## config.mk

```make
export PLATFORM = sky130hd
export DESIGN_NAME = can_accept_filter
export DESIGN_NICKNAME = d
export VERILOG_FILES = /design/src/rtl/can_acc_pkg.sv /design/src/rtl/can_filt_match.sv /design/src/rtl/can_filt_pick.sv /design/src/rtl/can_buf_flags.sv /design/src/rtl/can_accept_filter.sv
export SDC_FILE = /design/constraint.sdc
export NUM_CORES = 1
export LEC_CHECK = 0
export BUFFER_PORTS_ARGS = -buffer_cell sky130_fd_sc_hd__buf_2
export CORE_AREA = 2 2 293 295
export CTS_CLUSTER_SIZE = 25
export DETAILED_ROUTE_END_ITERATION = 10
export DIE_AREA = 0 0 295 297
export PLACE_DENSITY = 0.53
export SLEW_MARGIN = 5
export SYNTH_ARGS = -nofsm -noshare
export SYNTH_HDL_FRONTEND = slang
export SYNTH_SLANG_ARGS = --single-unit
export TNS_END_PERCENT = 100
```

## constraint.sdc

```tcl
create_clock -name clk_i -period 4.9 [get_ports clk_i]
set_clock_uncertainty 0.05 [all_clocks]
set_input_delay 1.47 -clock clk_i [delete_from_list [all_inputs] [get_ports clk_i]]
set_output_delay 1.47 -clock clk_i [all_outputs]
set_load 0.02 [all_outputs]
```

## src/rtl/can_acc_pkg.sv

```systemverilog
package can_acc_pkg;
  localparam int unsigned CAN_ID_W  = 29;
  localparam int unsigned CAN_STD_W = 11;
  localparam int unsigned N_FILT    = 16;
  localparam int unsigned N_MASK    = 3;
  localparam int unsigned MSEL_W    = 2;
  localparam int unsigned BPTR_W    = 4;
endpackage

```

## src/rtl/can_filt_match.sv

```systemverilog
module can_filt_match #(
  parameter int unsigned ID_W   = can_acc_pkg::CAN_ID_W,
  parameter int unsigned STD_W  = can_acc_pkg::CAN_STD_W,
  parameter int unsigned N_MASK = can_acc_pkg::N_MASK,
  parameter int unsigned MSEL_W = can_acc_pkg::MSEL_W
) (
  input  logic [ID_W-1:0]        id_i,
  input  logic                   xtd_i,
  input  logic [ID_W-1:0]        fid_i,
  input  logic                   fxtd_i,
  input  logic                   en_i,
  input  logic [MSEL_W-1:0]      msel_i,
  input  logic [N_MASK*ID_W-1:0] masks_i,
  input  logic [N_MASK-1:0]      mide_i,
  output logic                   hit_o
);
  localparam logic [ID_W-1:0] STD_CARE = {{(ID_W-STD_W){1'b0}}, {STD_W{1'b1}}};

  logic [ID_W-1:0] sel_mask, care, diff;
  logic            sel_ide, type_ok;

  // selector values beyond the mask count leave every bit don't-care
  always_comb begin
    sel_mask = '0;
    sel_ide  = 1'b0;
    for (int k = 0; k < int'(N_MASK); k++) begin
      if (msel_i == MSEL_W'(k)) begin
        sel_mask = masks_i[k*ID_W +: ID_W];
        sel_ide  = mide_i[k];
      end
    end
  end

  assign care    = xtd_i ? '1 : STD_CARE;
  assign diff    = (id_i ^ fid_i) & sel_mask & care;
  assign type_ok = !sel_ide || (xtd_i == fxtd_i);
  assign hit_o   = en_i && (diff == '0) && type_ok;
endmodule

```

## src/rtl/can_filt_pick.sv

```systemverilog
module can_filt_pick #(
  parameter int unsigned N     = can_acc_pkg::N_FILT,
  parameter int unsigned IDX_W = $clog2(N)
) (
  input  logic [N-1:0]     req_i,
  output logic             any_o,
  output logic [IDX_W-1:0] idx_o
);
  // scan downward so the lowest index is written last
  always_comb begin
    idx_o = '0;
    for (int i = int'(N) - 1; i >= 0; i--) begin
      if (req_i[i]) idx_o = IDX_W'(i);
    end
  end
  assign any_o = |req_i;
endmodule

```

## src/rtl/can_buf_flags.sv

```systemverilog
module can_buf_flags #(
  parameter int unsigned IDX_W = can_acc_pkg::BPTR_W,
  parameter int unsigned N_BUF = 1 << IDX_W
) (
  input  logic             clk_i,
  input  logic             rst_ni,
  input  logic             set_i,
  input  logic [IDX_W-1:0] set_idx_i,
  input  logic [N_BUF-1:0] clr_i,
  output logic [N_BUF-1:0] full_o
);
  logic [N_BUF-1:0] set_vec;

  always_comb begin
    set_vec = '0;
    if (set_i) set_vec[set_idx_i] = 1'b1;
  end

  // set has priority over a clear of the same buffer
  always_ff @(posedge clk_i or negedge rst_ni) begin
    if (!rst_ni) full_o <= '0;
    else         full_o <= (full_o & ~clr_i) | set_vec;
  end
endmodule

```

## src/rtl/can_accept_filter.sv

```systemverilog
module can_accept_filter #(
  parameter int unsigned NUM_FILT = can_acc_pkg::N_FILT,
  parameter int unsigned NUM_MASK = can_acc_pkg::N_MASK,
  parameter int unsigned MSEL_W   = can_acc_pkg::MSEL_W,
  parameter int unsigned BPTR_W   = can_acc_pkg::BPTR_W,
  parameter int unsigned ID_W     = can_acc_pkg::CAN_ID_W,
  parameter int unsigned STD_W    = can_acc_pkg::CAN_STD_W
) (
  input  logic                         clk_i,
  input  logic                         rst_ni,
  input  logic                         rx_valid_i,
  input  logic [ID_W-1:0]              rx_id_i,
  input  logic                         rx_xtd_i,
  input  logic [NUM_FILT*ID_W-1:0]     filt_id_i,
  input  logic [NUM_FILT-1:0]          filt_xtd_i,
  input  logic [NUM_FILT-1:0]          filt_en_i,
  input  logic [NUM_FILT*MSEL_W-1:0]   filt_msel_i,
  input  logic [NUM_FILT*BPTR_W-1:0]   filt_bptr_i,
  input  logic [NUM_MASK*ID_W-1:0]     mask_val_i,
  input  logic [NUM_MASK-1:0]          mask_ide_i,
  input  logic [(1<<BPTR_W)-1:0]       buf_clr_i,
  output logic                         acc_o,
  output logic [BPTR_W-1:0]            acc_buf_o,
  output logic [$clog2(NUM_FILT)-1:0]  acc_filt_o,
  output logic                         ovf_o,
  output logic [(1<<BPTR_W)-1:0]       buf_full_o
);
  localparam int unsigned NUM_BUF = 1 << BPTR_W;
  localparam int unsigned FIDX_W  = $clog2(NUM_FILT);

  logic [NUM_FILT-1:0] hit, elig;
  logic                any_elig;
  logic [FIDX_W-1:0]   win_idx;
  logic [BPTR_W-1:0]   win_buf;
  logic                do_set, do_ovf;

  for (genvar f = 0; f < NUM_FILT; f++) begin : g_filt
    can_filt_match #(
      .ID_W(ID_W), .STD_W(STD_W), .N_MASK(NUM_MASK), .MSEL_W(MSEL_W)
    ) u_match (
      .id_i   (rx_id_i),
      .xtd_i  (rx_xtd_i),
      .fid_i  (filt_id_i[f*ID_W +: ID_W]),
      .fxtd_i (filt_xtd_i[f]),
      .en_i   (filt_en_i[f]),
      .msel_i (filt_msel_i[f*MSEL_W +: MSEL_W]),
      .masks_i(mask_val_i),
      .mide_i (mask_ide_i),
      .hit_o  (hit[f])
    );
    assign elig[f] = hit[f] && !buf_full_o[filt_bptr_i[f*BPTR_W +: BPTR_W]];
  end

  can_filt_pick #(.N(NUM_FILT), .IDX_W(FIDX_W)) u_pick (
    .req_i(elig),
    .any_o(any_elig),
    .idx_o(win_idx)
  );

  assign win_buf = filt_bptr_i[win_idx*BPTR_W +: BPTR_W];
  assign do_set  = rx_valid_i && any_elig;
  assign do_ovf  = rx_valid_i && !any_elig && (|hit);

  can_buf_flags #(.IDX_W(BPTR_W), .N_BUF(NUM_BUF)) u_flags (
    .clk_i    (clk_i),
    .rst_ni   (rst_ni),
    .set_i    (do_set),
    .set_idx_i(win_buf),
    .clr_i    (buf_clr_i),
    .full_o   (buf_full_o)
  );

  always_ff @(posedge clk_i or negedge rst_ni) begin
    if (!rst_ni) begin
      acc_o      <= 1'b0;
      ovf_o      <= 1'b0;
      acc_buf_o  <= '0;
      acc_filt_o <= '0;
    end else begin
      acc_o <= do_set;
      ovf_o <= do_ovf;
      if (do_set) begin
        acc_buf_o  <= win_buf;
        acc_filt_o <= win_idx;
      end
    end
  end
endmodule

```

Word level (Yosys, flattened, before mapping):

Cells that the tools add are included.

* flip-flop bits (word level): 26
* input port bits: 731
* logic and storage cells: 406

* muxes and demuxes: 148
* eq/ne operators: 48
* reduce and logical (&&, ||, !) cells: 135
* shifts and indexed selects: 1
* bitwise operators: 51
* magnitude comparators: 18

Operator list (count)
* $mux W29: 49
* $and A29 B29 Y29: 32
* $logic_not A29 Y1: 16
* $xor A29 B29 Y29: 16
* $lt A4 B5 Y1 const B: 17
* $mux W1: 65
* $bmux W1 S4: 16
* $mux W4: 16
* $shiftx A64 B7 Y4: 1
* $logic_and A1 B1 Y1: 52
* $logic_not A1 Y1: 33
* $eq A2 B1 Y1 const B: 16
* $eq A2 B2 Y1 const B: 16
* $logic_not A2 Y1: 16
* $reduce_or A16 Y1: 2
* $and A16 B16 Y16: 1
* $eq A1 B1 Y1: 16
* $logic_or A1 B1 Y1: 16
* $mux W16: 1
* $not A16 Y16: 1
* $or A16 B16 Y16: 1
* $demux W1 S4: 1
* $ge A4 B1 Y1 const B: 1

Longest topological paths before layout:

* depth in word-level cells: 33
* mapped depth: 21
* depth with buffers taken out: 14

Cells and area by module:

From an unflattened synthesis, not the netlist that was laid out.

* cells, all modules: 2998
* area total of the unflattened synthesis: 24541.0 µm²

By module, submodules not included
* can_filt_match: sequential area each 0.0 µm², instances 16, area each 1288.7 µm², cells each 171
* can_accept_filter: sequential area each 250.2 µm², instances 1, area each 3105.5 µm², cells each 172
* can_buf_flags: sequential area each 400.4 µm², instances 1, area each 639.4 µm², cells each 56
* can_filt_pick: sequential area each 0.0 µm², instances 1, area each 176.4 µm², cells each 34

Worst setup path after synthesis:

No wires, ideal clock.

* kind: input to register
* from: in rx_id_i[6]
* to: reg u_flags.full_o[12]
* arrival: 5.420 ns
* required time: 4.749 ns
* setup slack: -0.671 ns
* stages: 16
* path through: clkbuf_1 > xnor2_1 > a21oi_1 > a32o_1 > or4b_1 > or4_4 > a2bb2oi_2 > a211o_1 > a2111oi_4 > nor3_2 > buf_6 > mux2i_1 > a22o_1 > or3b_1 > a22o_1 > o32ai_1

* cells in the longest elaborated chain, start to end: 30
* elaborated cells between the ends (all ways): 138

RTL lines
* start, declared: RTL line can_accept_filter.sv:12 `input logic [ID_W-1:0] rx_id_i,`
* $xor A29 B29 Y29: RTL line can_filt_match.sv:35 `assign diff = (id_i ^ fid_i) & sel_mask & care;`
* $and A29 B29 Y29 (2 in series): RTL line can_filt_match.sv:35
* $logic_not A29 Y1: RTL line can_filt_match.sv:37 `assign hit_o = en_i && (diff == '0) && type_ok;`
* $logic_and A1 B1 Y1 (2 in series): RTL line can_filt_match.sv:37
* $logic_and A1 B1 Y1: RTL line can_accept_filter.sv:51 `assign elig[f] = hit[f] && !buf_full_o[filt_bptr_i[f*BPTR_W +: BPTR_W]];`
* $mux W4 (16 in series): RTL line can_filt_pick.sv:13 `if (req_i[i]) idx_o = IDX_W'(i);`
* $shiftx A64 B7 Y4: RTL line can_accept_filter.sv:60 `assign win_buf = filt_bptr_i[win_idx*BPTR_W +: BPTR_W];`
* $lt A4 B5 Y1 (not written as such) or $ge A4 B1 Y1 (tied branches): RTL line can_buf_flags.sv:16 `if (set_i) set_vec[set_idx_i] = 1'b1;`
* $logic_and A1 B1 Y1 (not written as such): RTL line can_buf_flags.sv:16
* $mux W1 (not written as such): RTL line can_buf_flags.sv:16
* $demux W1 S4
* $mux W16 *: RTL line can_buf_flags.sv:16
* $or A16 B16 Y16 *: RTL line can_buf_flags.sv:22 `else full_o <= (full_o & ~clr_i) | set_vec;`
* end signal, assigned: RTL line can_buf_flags.sv:22
* end, declared: RTL line can_buf_flags.sv:10 `output logic [N_BUF-1:0] full_o`

Mark *: on every way between the ends. The rest lies on a longest branch, timed or not.
A chain may end at the register's enable or synchronous reset.

Final worst setup path:

* from: in rx_id_i[24]
* to: reg u_flags.full_o[5]

The elaborated chain is that of the path after synthesis.

==> results.txt <==
----------------------------------------------------
[Status]
  Run status ... finished with violations
  Violated checks ... setup timing

[Logic synthesis]
  Average cell area after synthesis ... 7.37 um^2
  Fraction of post-synthesis cell area in the top cell type by area ... 12.4%
  Synthesis warning total ... 0
  Async S/R FF share, synth ... 100%
  Number of enable flip-flop cells after synthesis ... 0
  Netlist cell types ... 88
  Cell taking the most area after synthesis ... mux2i_1
  Cell types with the largest area share after synthesis ... mux2i_1 (12%), xnor2_1 (12%), mux4_2 (7.6%)
  Synthesized area ... 22300 um^2
  Mapped Nets ... 3752
  Leading register cell type out of synthesis ... dfrtp_1
  Cell count after synthesis ... 3021
  Register area share after synthesis ... 2.92%
  Seq cells post-synth ... 26

[Critical path]
  Crit path launch type ... input pin
  Most common cell type on the critical path ... buf_4
  Crit-path slowest cell ... or4_4
  Critical path class ... input pin to flip-flop
  Peak per-stage delay on the critical path ... 0.47 ns
  CP Capture Type ... flip-flop
  Critical path data required time ... 5.06 ns
  Worst path arrival time ... 5.79 ns
  Largest fanout on the critical path ... 6
  Worst path cell trace ... buf_2 > buf_12 > buf_4 > xor2_1 > a32oi_1 > nand4_1 > o31ai_4 > buf_4 > nor3b_2 > buf_4 > a211o_1 > a2111oi_4 > nor3_4 > buf_6 > clkbuf_16 > a2111oi_4 > a2111oi_4 > buf_4 > or4_4 > o22ai_2

[Clock tree]
  CTS sink cnt ... 26
  TritonCTS clock tree ... done
  Largest buffer count on any clock path ... 2
  Clock H-tree levels ... 1
  Cell at the root of the clock tree ... clkbuf_16
  Clock-pin slew reported for the worst setup and hold paths after clock tree synthesis ... 0.08 ns
  Number of buffers inserted during clock tree synthesis ... 3
  Clock latency reported for the late side of the worst-skew pair ... 0.28 ns

[Drt]
  Number of vias after detailed routing ... 33200
  Vias per std cell ... 6.00
  Initial DRT Pass Iterations ... 9
  Final Routed Wirelength ... 191000 um
  Post-detailed-route count of antenna-violating nets ... 0
  Drt drc ... 0
  DR iter-0 viols ... 4837
  Post-DR wirelength/cell ... 34.6 um

[Hold path]
  Min-Delay Path Class ... flip-flop to flip-flop

[Placement]
  DP HPWL ... 157000 um
  Number of cells after detailed placement ... 5467
  Number of input and output port buffers inserted ... 756
  Placer's final routability congestion estimate ... 1.12

[GRT]
  Remaining global-route overflow ... 0
  Initial antenna violation count ... 43
  Total routing resource utilization after global routing ... 41.1%
  Maximum number of pins on one net before global-route repair ... 43
  Wire length of the first global-routing pass ... 254000 um
  Number of global-route vias before repair ... 32000

[STA]
  Post-route worst setup slack ... -0.733 ns
  Final Hold Slack ... 0.454 ns
  Setup repair after global routing missed its margin ... true
  Crit path time final ... 5.63 ns
  Achievable Freq ... 178 MHz
  Fin crit share ... 115%
  Number of max-slew violations in the final report ... 0
  Measured slew at the worst slew-check pin ... 0.783 ns
  Worst max-slew margin expressed relative to the limit ... 47.8%
  Count of final hold-check violations ... 0
  Final setup violation count ... 22

[Cells and area]
  Util after Layout ... 42.4%
  Final #Nets ... 5095
  Commonest non-fill, non-tap cell in the layout ... buf_4
  Commonest cells after routing, fill and taps aside ... buf_4 (831), buf_2 (735), xnor2_1 (282)
  Layout cell share with drive strength beyond 1 ... 45.9%
  Number of standard cells in the final layout excluding fillers ... 5529
  Area growth from synthesis to final layout ... 61.1%

[Pwr]
  Switching part of the total ... 52.8%
  Combinational fraction of design power ... 90.4%
  Clock power frac ... 4.1%
  Internal ... 2.53 mW
  Worst IR drop on VDD ... 180 uV
  Net Switching ... 2.83 mW
  Leakage power ... 15.9 nW
  Power per Cell Area ... 150 nW/um^2
  Sequential Power Share ... 5.5%

[Floorplan]
  Std-Cell Core Area ... 84500 um^2
  Number of core rows ... 107
  Overall die height ... 297 um
  Effective utilization at floorplan ... 26.3%
  Floorplan die area ... 87600 um^2
  Boundary Pins ... 757
  Die X-Extent ... 295 um

[Flow run]
  Max Cap Violations ... 0

----------------------------------------------------
[metal layers]
metal | wire (um) | track usage [%] | up-vias
met4 | 17500 | 29.5 | 56
li1 | - | - | 14000
met5 | 337 | 0 | -
met2 | 83200 | 65.1 | 2598
met1 | 67900 | 47.7 | 15700
met3 | 22100 | 11.2 | 814
[power groups by stage]
stage	clock network, mW	registers, mW	logic (mW)
2_1_floorplan	0	0.352	1.90
3_3_place_gp	0	0.298	4.29
3_5_place_dp	0	0.301	4.27
4_1_cts	0.218	0.297	4.47
5_1_grt	0.227	0.302	4.97
6_report	0.218	0.298	4.85
[area by class of cell]
cell class                 count  area [um^2]
tap                         1144         1430
antenna                       22         55.1
clock buffer                   4         88.8
inverter                      66          251
multi-input combinational   2541        20700
fill                        8769        48600
sequential                    26          651
timing repair buffer        1726        12700
[kinds of logic after synthesis]
| kind of cell | count (synthesis) | share of synthesized area (%) |
|---|---|---|
| AO/OA/AOI/OAI | 970 | 30.5 |
| AND/OR/NAND/NOR | 684 | 16.0 |
| XOR/XNOR | 480 | 18.9 |
| buffers and inverters | 455 | 8.62 |
| multiplexers | 406 | 23.1 |
| flip-flops | 26 | 2.92 |
[synth_stat cells (all sizes together), types with 20 or more instances]
cell type	instances
clkbuf	266
mux2i	275
o41ai	20
o21bai	30
dfrtp	26
xor2	186
o2bb2ai	98
a32oi	42
nand3b	44
nor3	74
o22ai	43
buf	122
nand2b	117
inv	61
a221oi	38
a21oi	224
xnor2	294
mux2	51
o21ai	197
nand3	20
a2111oi	46
a22oi	64
nor2	174
nand4	25
a2bb2oi	37
mux4	80
nor2b	43
nand2	124
[flip-flops by register name (all words and copies together) (netlist names)]
name and flops:
acc_buf_o 4, acc_filt_o 4, acc_o 1, ovf_o 1, u_flags.full_o 16
[critical path: cells and delay by family]
kind                      cells  cell delay (ns)
xor gates and xnor gates      1             0.42
and+or+nand+nor               4             0.97
buffers and inverters         8             1.20
AOI/OAI and AO/OA             7             1.71
[through the flow]
stage	setup slack (ns)	TNS (ns)	total power, mW	area, um^2
finish	-0.733	-13.24	5.37	35900
global placement	-2.02	-41.88	4.59	34200
floorplan	-0.496	-6.03	2.25	22300
CTS	-0.644	-11.08	4.98	35000
detailed placement	-2.03	-41.63	4.57	34200
global route	-0.818	-15.10	5.50	35800
[final timing paths]
path                                              from                          end  slack [ns]  depth (start not counted)
max in group asynchronous                       rst_ni  u_flags.full_o[2]$_DFF_PN0_        3.20                          1
hold reg to reg               acc_buf_o[2]$_DFFE_PN0P_     acc_buf_o[2]$_DFFE_PN0P_        0.45                          1
min in group asynchronous                       rst_ni     acc_buf_o[0]$_DFFE_PN0P_        1.16                          1
setup / recovery                           rx_id_i[24]  u_flags.full_o[5]$_DFF_PN0_       -0.73                         20
setup reg to reg           u_flags.full_o[4]$_DFF_PN0_  u_flags.full_o[5]$_DFF_PN0_        0.24                         14
hold / removal                acc_buf_o[2]$_DFFE_PN0P_     acc_buf_o[2]$_DFFE_PN0P_        0.45                          1
[timing repair]
item / 4_1_cts / 5_1_grt
endpoints found under the setup margin: 25 / 23
hold buffers: 0 / 0
resized for setup: 128 / 125
pin swaps: 39 / 40
gates cloned: 0 / 3
setup buffers: 10 / 24
hold endpoints to repair: 0 / 0
(Power assumes the default switching activity.)
